--- src/rtl/irq_stat_pkg.sv ---
package irq_stat_pkg;

  localparam int REG_W  = 32;
  localparam int ERR_W  = 6;
  localparam int N_MASK = 3;
  localparam int SEL_W  = 2;

  typedef enum logic [SEL_W-1:0] {
    SEL_CAUSE    = 2'd0,
    SEL_CPU_MASK = 2'd1,
    SEL_PCI_MASK = 2'd2,
    SEL_ERR_MASK = 2'd3
  } reg_sel_e;

  localparam logic [REG_W-1:0] CPU_KEEP = 32'h3C3F_FFFE;
  localparam logic [REG_W-1:0] PCI_KEEP = 32'h03FF_FFFE;
  localparam logic [REG_W-1:0] ERR_KEEP = REG_W'((64'd1 << ERR_W) - 64'd1);

  // Writable-bit set of mask register number idx (0 CPU, 1 PCI, 2 error).
  function automatic logic [REG_W-1:0] keep_of(input int idx);
    case (idx)
      0:       keep_of = CPU_KEEP;
      1:       keep_of = PCI_KEEP;
      default: keep_of = ERR_KEEP;
    endcase
  endfunction

  // Next stored cause bits: clear-by-zero write, then events override.
  function automatic logic [REG_W-2:0] cause_next(input logic [REG_W-2:0] cur,
                                                  input logic             wr,
                                                  input logic [REG_W-2:0] wdata,
                                                  input logic [REG_W-2:0] ev);
    logic [REG_W-2:0] kept;
    kept = wr ? (cur & wdata) : cur;
    cause_next = kept | ev;
  endfunction

  // Read view of the cause register: stored bits plus summary at bit 0.
  function automatic logic [REG_W-1:0] cause_view(input logic [REG_W-2:0] bits);
    cause_view = {bits, |bits};
  endfunction

  function automatic logic [REG_W-1:0] mask_filter(input logic [REG_W-1:0] wdata,
                                                   input logic [REG_W-1:0] keep);
    mask_filter = wdata & keep;
  endfunction

endpackage

--- src/rtl/irq_cause_reg.sv ---
module irq_cause_reg
  import irq_stat_pkg::*;
#(
  parameter int W = REG_W
) (
  input  logic         clk,
  input  logic         rst_n,
  input  logic         wr_cause,
  input  logic [W-1:1] wr_bits,
  input  logic [W-1:1] ev_set,
  output logic [W-1:0] cause_rd
);

  logic [W-1:1] cause_q;
  logic [W-1:1] cause_d;

  always_comb cause_d = cause_next(cause_q, wr_cause, wr_bits, ev_set);

  always_ff @(posedge clk or negedge rst_n) begin
    if (!rst_n) cause_q <= '0;
    else        cause_q <= cause_d;
  end

  always_comb cause_rd = cause_view(cause_q);

  AST_EVENT_SETS: assert property (@(posedge clk) disable iff (!rst_n)
    (ev_set != '0) |=> ((cause_q & $past(ev_set)) == $past(ev_set)));

  AST_ZERO_CLEARS: assert property (@(posedge clk) disable iff (!rst_n)
    wr_cause |=> ((cause_q & ~$past(wr_bits) & ~$past(ev_set)) == '0));

  AST_CAUSE_HOLD: assert property (@(posedge clk) disable iff (!rst_n)
    (!wr_cause && ev_set == '0) |=> $stable(cause_q));

endmodule

--- src/rtl/irq_mask_reg.sv ---
module irq_mask_reg
  import irq_stat_pkg::*;
#(
  parameter int           W    = REG_W,
  parameter logic [W-1:0] KEEP = '1
) (
  input  logic         clk,
  input  logic         rst_n,
  input  logic         wr,
  input  logic [W-1:0] wdata,
  output logic [W-1:0] mask_q
);

  always_ff @(posedge clk or negedge rst_n) begin
    if (!rst_n)  mask_q <= '0;
    else if (wr) mask_q <= mask_filter(wdata, KEEP);
  end

  AST_MASK_FIXED_ZERO: assert property (@(posedge clk) disable iff (!rst_n)
    (mask_q & ~KEEP) == '0);

  AST_MASK_HOLD: assert property (@(posedge clk) disable iff (!rst_n)
    !wr |=> $stable(mask_q));

endmodule

--- src/rtl/irq_out_gen.sv ---
module irq_out_gen
  import irq_stat_pkg::*;
#(
  parameter int W  = REG_W,
  parameter int EW = ERR_W
) (
  input  logic          clk,
  input  logic          rst_n,
  input  logic [W-1:0]  cause_rd,
  input  logic [W-1:1]  cpu_mask,
  input  logic [W-1:1]  pci_mask,
  input  logic [EW-1:0] err_mask,
  output logic          cpu_irq,
  output logic          pci_irq,
  output logic          err_irq
);

  logic [W-1:1]  cpu_hits;
  logic [W-1:1]  pci_hits;
  logic [EW-1:0] err_hits;

  always_comb begin
    cpu_hits = cause_rd[W-1:1] & cpu_mask;
    pci_hits = cause_rd[W-1:1] & pci_mask;
    err_hits = cause_rd[EW-1:0] & err_mask;
    cpu_irq  = |cpu_hits;
    pci_irq  = |pci_hits;
    err_irq  = |err_hits;
  end

  AST_CPU_QUIET: assert property (@(posedge clk) disable iff (!rst_n)
    (cpu_mask == '0) |-> !cpu_irq);

  AST_PCI_QUIET: assert property (@(posedge clk) disable iff (!rst_n)
    (pci_mask == '0) |-> !pci_irq);

  AST_ERR_QUIET: assert property (@(posedge clk) disable iff (!rst_n)
    (err_mask == '0) |-> !err_irq);

endmodule

--- src/rtl/irq_status_unit.sv ---
module irq_status_unit
  import irq_stat_pkg::*;
(
  input  logic             clk,
  input  logic             rst_n,
  input  logic             wr_en,
  input  logic [SEL_W-1:0] wr_sel,
  input  logic [REG_W-1:0] wr_data,
  input  logic [SEL_W-1:0] rd_sel,
  output logic [REG_W-1:0] rd_data,
  input  logic [REG_W-2:0] ev_set,
  output logic             cpu_irq,
  output logic             pci_irq,
  output logic             err_irq
);

  logic             wr_cause;
  logic [REG_W-1:0] cause_rd;
  logic [REG_W-1:0] mask_q [N_MASK];

  assign wr_cause = wr_en && (wr_sel == SEL_CAUSE);

  irq_cause_reg #(.W(REG_W)) u_cause (
    .clk      (clk),
    .rst_n    (rst_n),
    .wr_cause (wr_cause),
    .wr_bits  (wr_data[REG_W-1:1]),
    .ev_set   (ev_set),
    .cause_rd (cause_rd)
  );

  for (genvar g = 0; g < N_MASK; g++) begin : g_mask
    logic wr_this;
    assign wr_this = wr_en && (wr_sel == SEL_W'(g + 1));
    irq_mask_reg #(.W(REG_W), .KEEP(keep_of(g))) u_mask (
      .clk    (clk),
      .rst_n  (rst_n),
      .wr     (wr_this),
      .wdata  (wr_data),
      .mask_q (mask_q[g])
    );
  end

  irq_out_gen #(.W(REG_W), .EW(ERR_W)) u_out (
    .clk      (clk),
    .rst_n    (rst_n),
    .cause_rd (cause_rd),
    .cpu_mask (mask_q[0][REG_W-1:1]),
    .pci_mask (mask_q[1][REG_W-1:1]),
    .err_mask (mask_q[2][ERR_W-1:0]),
    .cpu_irq  (cpu_irq),
    .pci_irq  (pci_irq),
    .err_irq  (err_irq)
  );

  always_comb begin
    case (rd_sel)
      SEL_CAUSE:    rd_data = cause_rd;
      SEL_CPU_MASK: rd_data = mask_q[0];
      SEL_PCI_MASK: rd_data = mask_q[1];
      default:      rd_data = mask_q[2];
    endcase
  end

  AST_SUMMARY_READ: assert property (@(posedge clk) disable iff (!rst_n)
    (rd_sel == SEL_CAUSE) |-> (rd_data[0] == (rd_data[REG_W-1:1] != '0)));

endmodule

--- config.mk ---
export PLATFORM = sky130hd
export DESIGN_NAME = irq_status_unit
export DESIGN_NICKNAME = d
export VERILOG_FILES = /design/src/rtl/irq_stat_pkg.sv /design/src/rtl/irq_cause_reg.sv /design/src/rtl/irq_mask_reg.sv /design/src/rtl/irq_out_gen.sv /design/src/rtl/irq_status_unit.sv
export SDC_FILE = /design/constraint.sdc
export NUM_CORES = 1
export LEC_CHECK = 0
export BUFFER_PORTS_ARGS = -buffer_cell sky130_fd_sc_hd__buf_2
export CAP_MARGIN = 20
export CORE_MARGIN = 5
export CORE_UTILIZATION = 43
export DETAILED_ROUTE_END_ITERATION = 8
export PLACE_DENSITY = 0.67
export RECOVER_POWER = 100
export SYNTH_ARGS = -nofsm -noshare
export SYNTH_HDL_FRONTEND = slang
export SYNTH_SLANG_ARGS = --single-unit
export TNS_END_PERCENT = 10
--- constraint.sdc ---
create_clock -name clk -period 2.4 [get_ports clk]
set_input_delay 0.24 -clock clk [delete_from_list [all_inputs] [get_ports clk]]
set_output_delay 0.24 -clock clk [all_outputs]
set_load 0.005 [all_outputs]
After elaboration in Yosys (flattened, before gate mapping). Cells that the tools add are included.

Flip-flop bits (word level): 87. Bits of input ports: 70. Output and inout bits: 35. Logic and storage cells: 26.

Equal/unequal tests: 5. Multiplexer cells: 2. Bitwise logic cells: 5. Reduce and logical (&&, ||, !) cells: 10.

Operators by type and width (number): one-hot mux 32 bit (3 select lines) (1); OR reduction 31 bit (3); AND 31 x 25 -> 31 bit (1); AND 31 x 29 -> 31 bit (1); AND 31 bit (1); 2-to-1 mux 31 bit (1); bitwise OR 31 bit (1); AND 6 bit (1); equality test 2 bit (second input constant) (3); OR reduction 6 bit (1); equality test 2 x 1 -> 1 bit (second input constant) (2); logical AND 1 bit (4); logical NOT 2 bit (2).

Depth between registers and ports, before layout.
Word-level depth: 4. Gate-level depth with buffers: 6. Depth with buffers taken out: 4.

By module. From an unflattened synthesis, not the netlist that was laid out.

Cells, all modules: 355. Area, all modules: 5102.4 um2.

By module, submodules not included: irq_mask_reg at g_mask[0].u_mask ... (instances 2, cells an instance 61, area an instance 1089.8 um2, seq. area each 625.6 um2); irq_cause_reg (instances 1, cells an instance 106, area an instance 1291.2 um2, seq. area each 775.7 um2); irq_status_unit (instances 1, cells an instance 43, area an instance 845.8 um2, seq. area each 0.0 um2); irq_mask_reg at g_mask[2].u_mask (instances 1, cells an instance 40, area an instance 450.4 um2, seq. area each 150.1 um2); irq_out_gen (instances 1, cells an instance 44, area an instance 335.3 um2, seq. area each 0.0 um2).

Worst setup path after synthesis. OpenSTA, ideal clock, no wires.

Path kind: register -> output. From: register u_cause.cause_q[7] (netlist bit). To: output err_irq. Data arrival time: 1.054 ns. Data required time: 2.160 ns. Slack: 1.106 ns. Cell stages (with the launch flop): 5. Path buffers: 0. Cell sequence: dfrtp_1 nor4_1 nand4_1 o21ai_0 nand3_1.

Word-level cells in the longest chain between the ends: 3.

Ends and longest elaborated chain: start: declaration (RTL line irq_cause_reg.sv:14) `logic [W-1:1] cause_q;`; start signal: assignment (RTL line irq_cause_reg.sv:21) `else cause_q <= cause_d;`; OR reduction 31 bit (RTL line irq_stat_pkg.sv:40) `cause_view = {bits, |bits};`; AND 6 bit (RTL line irq_out_gen.sv:25) `err_hits = cause_rd[EW-1:0] & err_mask;`; OR reduction 6 bit (RTL line irq_out_gen.sv:28) `err_irq = |err_hits;`; end: declaration (RTL line irq_status_unit.sv:14) `output logic err_irq`.

Every way passes these cells.

Final worst setup path.
From: register u_cause.cause_q[14] (netlist bit). To: output err_irq.

The elaborated chain is that of the path after synthesis.

==> results.toml <==
[yosys]
synth_cells = 347
synth-simple-area-share_pct = 10.87
synth_top_family_by_area = "multiplexers"
synth_edf_count = 0
yosysMostFrequentCell = "dfrtp_1"
synth_compound_area_share_pct = 11.72
syn_area_um2 = 4249
synth.top_cell.area_share_pct = 51.24
ys.flop_type = "dfrtp_1"
ys_warn_count = 0
synth_fa_ha_area_share_pct = 0
postSynthAreaPerCell_um2 = 12.25
yosysSeqAreaShare_pct = 51.24
async_reset_ff_share_pct = 100.0
synthTopCellsByCount = "dfrtp_1 (87), mux2_2 (56), o21ai_0 (38)"
synth-xor-area-share_pct = 0
syn_nets = 417
ys_types = 27
synthMuxAreaShare_pct = 23.14
ys_ff_latch = 87
synth_top_cell_by_area = "dfrtp_1"
synth_area_leaders = "dfrtp_1 (51%), mux2_2 (15%), mux2i_1 (5.7%)"

[power]
p_sw_uw = 975.9
p_seq_share_pct = 51.1
cellLeakagePower_nw = 2.094
finalPower_mw = 3.601
powerDensity_nw_per_um2 = 720.2
ir_drop_v = 0.0003524
power.share.switching_pct = 27.10
combPwrFrac_pct = 17.7
p_int_mw = 2.625
clockPowerShare_pct = 31.2

[final_layout]
utilization_pct = 51.63
antennaDiodeCount = 0
area_growth_pct = 17.67
final_cells = 590
finalInstanceArea_um2 = 5000
drive_above_1_share_pct = 34.57
layout.nets = 522

[grt]
grt_antenna_before_repair = 0
grt_pass1_wl_mm = 18.31
grt-ovfl-total = 0
grt_pass1_vias = 3383
grt_max_degree = 53
track_usage_pct = 20.12

[placed_design]
dp_slack_ns = 0.5374
dp.final_hpwl_mm = 8.391
gp_congestion = 0.8341
port_buffers = 104
postPlaceCellArea_um2 = 4867
placed_cells = 573

[critical_path]
path_max_fanout = 5
crit_start = "u_cause.cause_q[14]$_DFF_PN0_"
r2r_cells = 1
timing.rr.end = "g_mask[0].u_mask.mask_q[10]$_DFFE_PN0P_"
arrival_ns = 1.84
cp_data_required_time_ns = 2.16
rrSetupSlack_ns = 1.59
worstSetupEndpointType = "output port"
crit_type = "flip-flop to output port"
setup.worst_path.end = "err_irq"
crit_path_start_kind = "flip-flop"
r2r_start = "g_mask[0].u_mask.mask_q[10]$_DFFE_PN0P_"

[die]
die_height_um = 109.4
coreArea_um2 = 9684
die-area_um2 = 11970
die_w_um = 109.4
rows = 36
ios = 105
initial_utilization_pct = 43.88

[detailed_routing]
wl_per_cell_um = 19.56
ant_nets = 0
drtIter0Drc = 166
vias_per_cell = 5.483
via_count = 3235
routed_wl_mm = 11.54
drc = 0
detail_route.first_pass.iterations = 5

[timing]
finalHoldViolations = 0
rsz0062_at_grt = "no"
max_freq_ghz = 0.4799
period_needed_ns = 2.084
setup_viol = 0
timing.hold.ws_ns = 0.06388
slew_viol_final = 52
fin_tns_setup_ns = 0
relSlewSlack_pct = -9.784
setup_slack_ns = 0.3160
fin_worst_skew_ns = 0
fin_crit_sh_pct = 86.83
tightest_slew_ns = 1.647

[clocking]
cts_sinks = 87
cts_max_level = 3
clk_latency_ns = 0.35
cts_tree = "done"
clockBufferDepth = 2
clk_pin_slew_ns = 0.09
root_buffer = "clkbuf_8"
cts_buffers = 9
postCtsSetupBuffers = 0

[hold_path]
holdCritPathClass = "primary input to flip-flop"

[outcome]
violations = "capacitance limit, slew limit"
outcome = "finished with violations"

[job]
maxCapViolCount = 2
## repair_timing
item,in CTS,in global routing
endpoints found under the setup margin,0,0
hold endpoints to repair,35,0
gates resized for setup,0,0
hold buffers,1,0
## flip-flops by register name, indices dropped and copies added (netlist names)
name / flops
u_cause.cause_q: 31
g_mask.u_mask.mask_q: 56
## area by class of cell
type	count	area, um2
fillers	936	4684
flip-flops and latches	87	2177
multi-input cells	243	1907
repair buffers	111	528.0
well taps	133	166.4
clock buffers	10	137.6
clock inverters	6	83.83
## critical path, stage by stage (launching register included)
cell,delay [ns]
dfrtp_1,0.45
nor4_1,0.38
nand4_1,0.16
o21ai_0,0.26
nand3_1,0.12
clkbuf_1,0.13
## logic make-up after synthesis
kind of cell           count (synthesis)
muxes                                 85
DFF                                   87
and+or+nand+nor                       83
AOI/OAI and AO/OA                     75
buffers and inverters                 17
## cell usage in the layout (no fill, tap or decap)
| master | count |
|---|---|
| dfrtp_1 | 87 |
| buf_2 | 71 |
| mux2_2 | 56 |
| o21ai_0 | 47 |
| clkbuf_1 | 32 |
| nand2b_1 | 31 |
| mux2i_1 | 24 |
| nand2_1 | 16 |
| a22oi_1 | 15 |
| nor2_1 | 11 |
| clkbuf_8 | 10 |
| nor4_1 | 7 |
| nand4_1 | 6 |
| mux4_2 | 5 |
| nand3_1 | 5 |
| a22o_1 | 4 |
| a221oi_1 | 4 |
| clkbuf_2 | 4 |
| a222oi_1 | 3 |
| clkinv_2 | 3 |
| nor3b_1 | 2 |
| nand3b_2 | 2 |
| bufinv_16 | 2 |
| buf_4 | 2 |
| nor2b_1 | 1 |
| or3b_1 | 1 |
| o21ai_2 | 1 |
| nor3_1 | 1 |
| o31ai_1 | 1 |
| clkinv_4 | 1 |
| dlygate4sd3_1 | 1 |
| clkbuf_4 | 1 |
## worst min path at each step
stage / start / end / slack (ns) / cells past startpoint
5_1_grt: ev_set[30] / u_cause.cause_q[31]$_DFF_PN0_ / 0.05 / 2
3_3_place_gp: rst_n / g_mask[1].u_mask.mask_q[12]$_DFFE_PN0P_ / 0.23 / 1
6_report: ev_set[24] / u_cause.cause_q[25]$_DFF_PN0_ / 0.06 / 2
4_1_cts: ev_set[27] / u_cause.cause_q[28]$_DFF_PN0_ / 0.05 / 2
3_5_place_dp: rst_n / g_mask[1].u_mask.mask_q[12]$_DFFE_PN0P_ / 0.24 / 1
2_1_floorplan: rst_n / g_mask[0].u_mask.mask_q[10]$_DFFE_PN0P_ / -0.06 / 0
## power by group through the flow
| stage | Sequential, mW | Clock [mW] | Combinational (mW) |
|---|---|---|---|
| 3_5_place_dp | 1.87 | 0 | 0.667 |
| 4_1_cts | 1.84 | 1.14 | 0.671 |
| 3_3_place_gp | 1.86 | 0 | 0.652 |
| 6_report | 1.84 | 1.12 | 0.638 |
| 5_1_grt | 1.87 | 1.19 | 0.708 |
| 2_1_floorplan | 1.80 | 0 | 0.422 |
## layer usage
layer / GRT usage [%] / part of all wire [%] / vias up
li1: - / - / 1494
met1: 27.89 / 44 / 1617
met2: 32.43 / 48 / 120
met3: 5.050 / 7.6 / 4
met4: 3.562 / 0.55 / 0
met5: 0 / 0 / -
(Power assumes the default switching activity.)
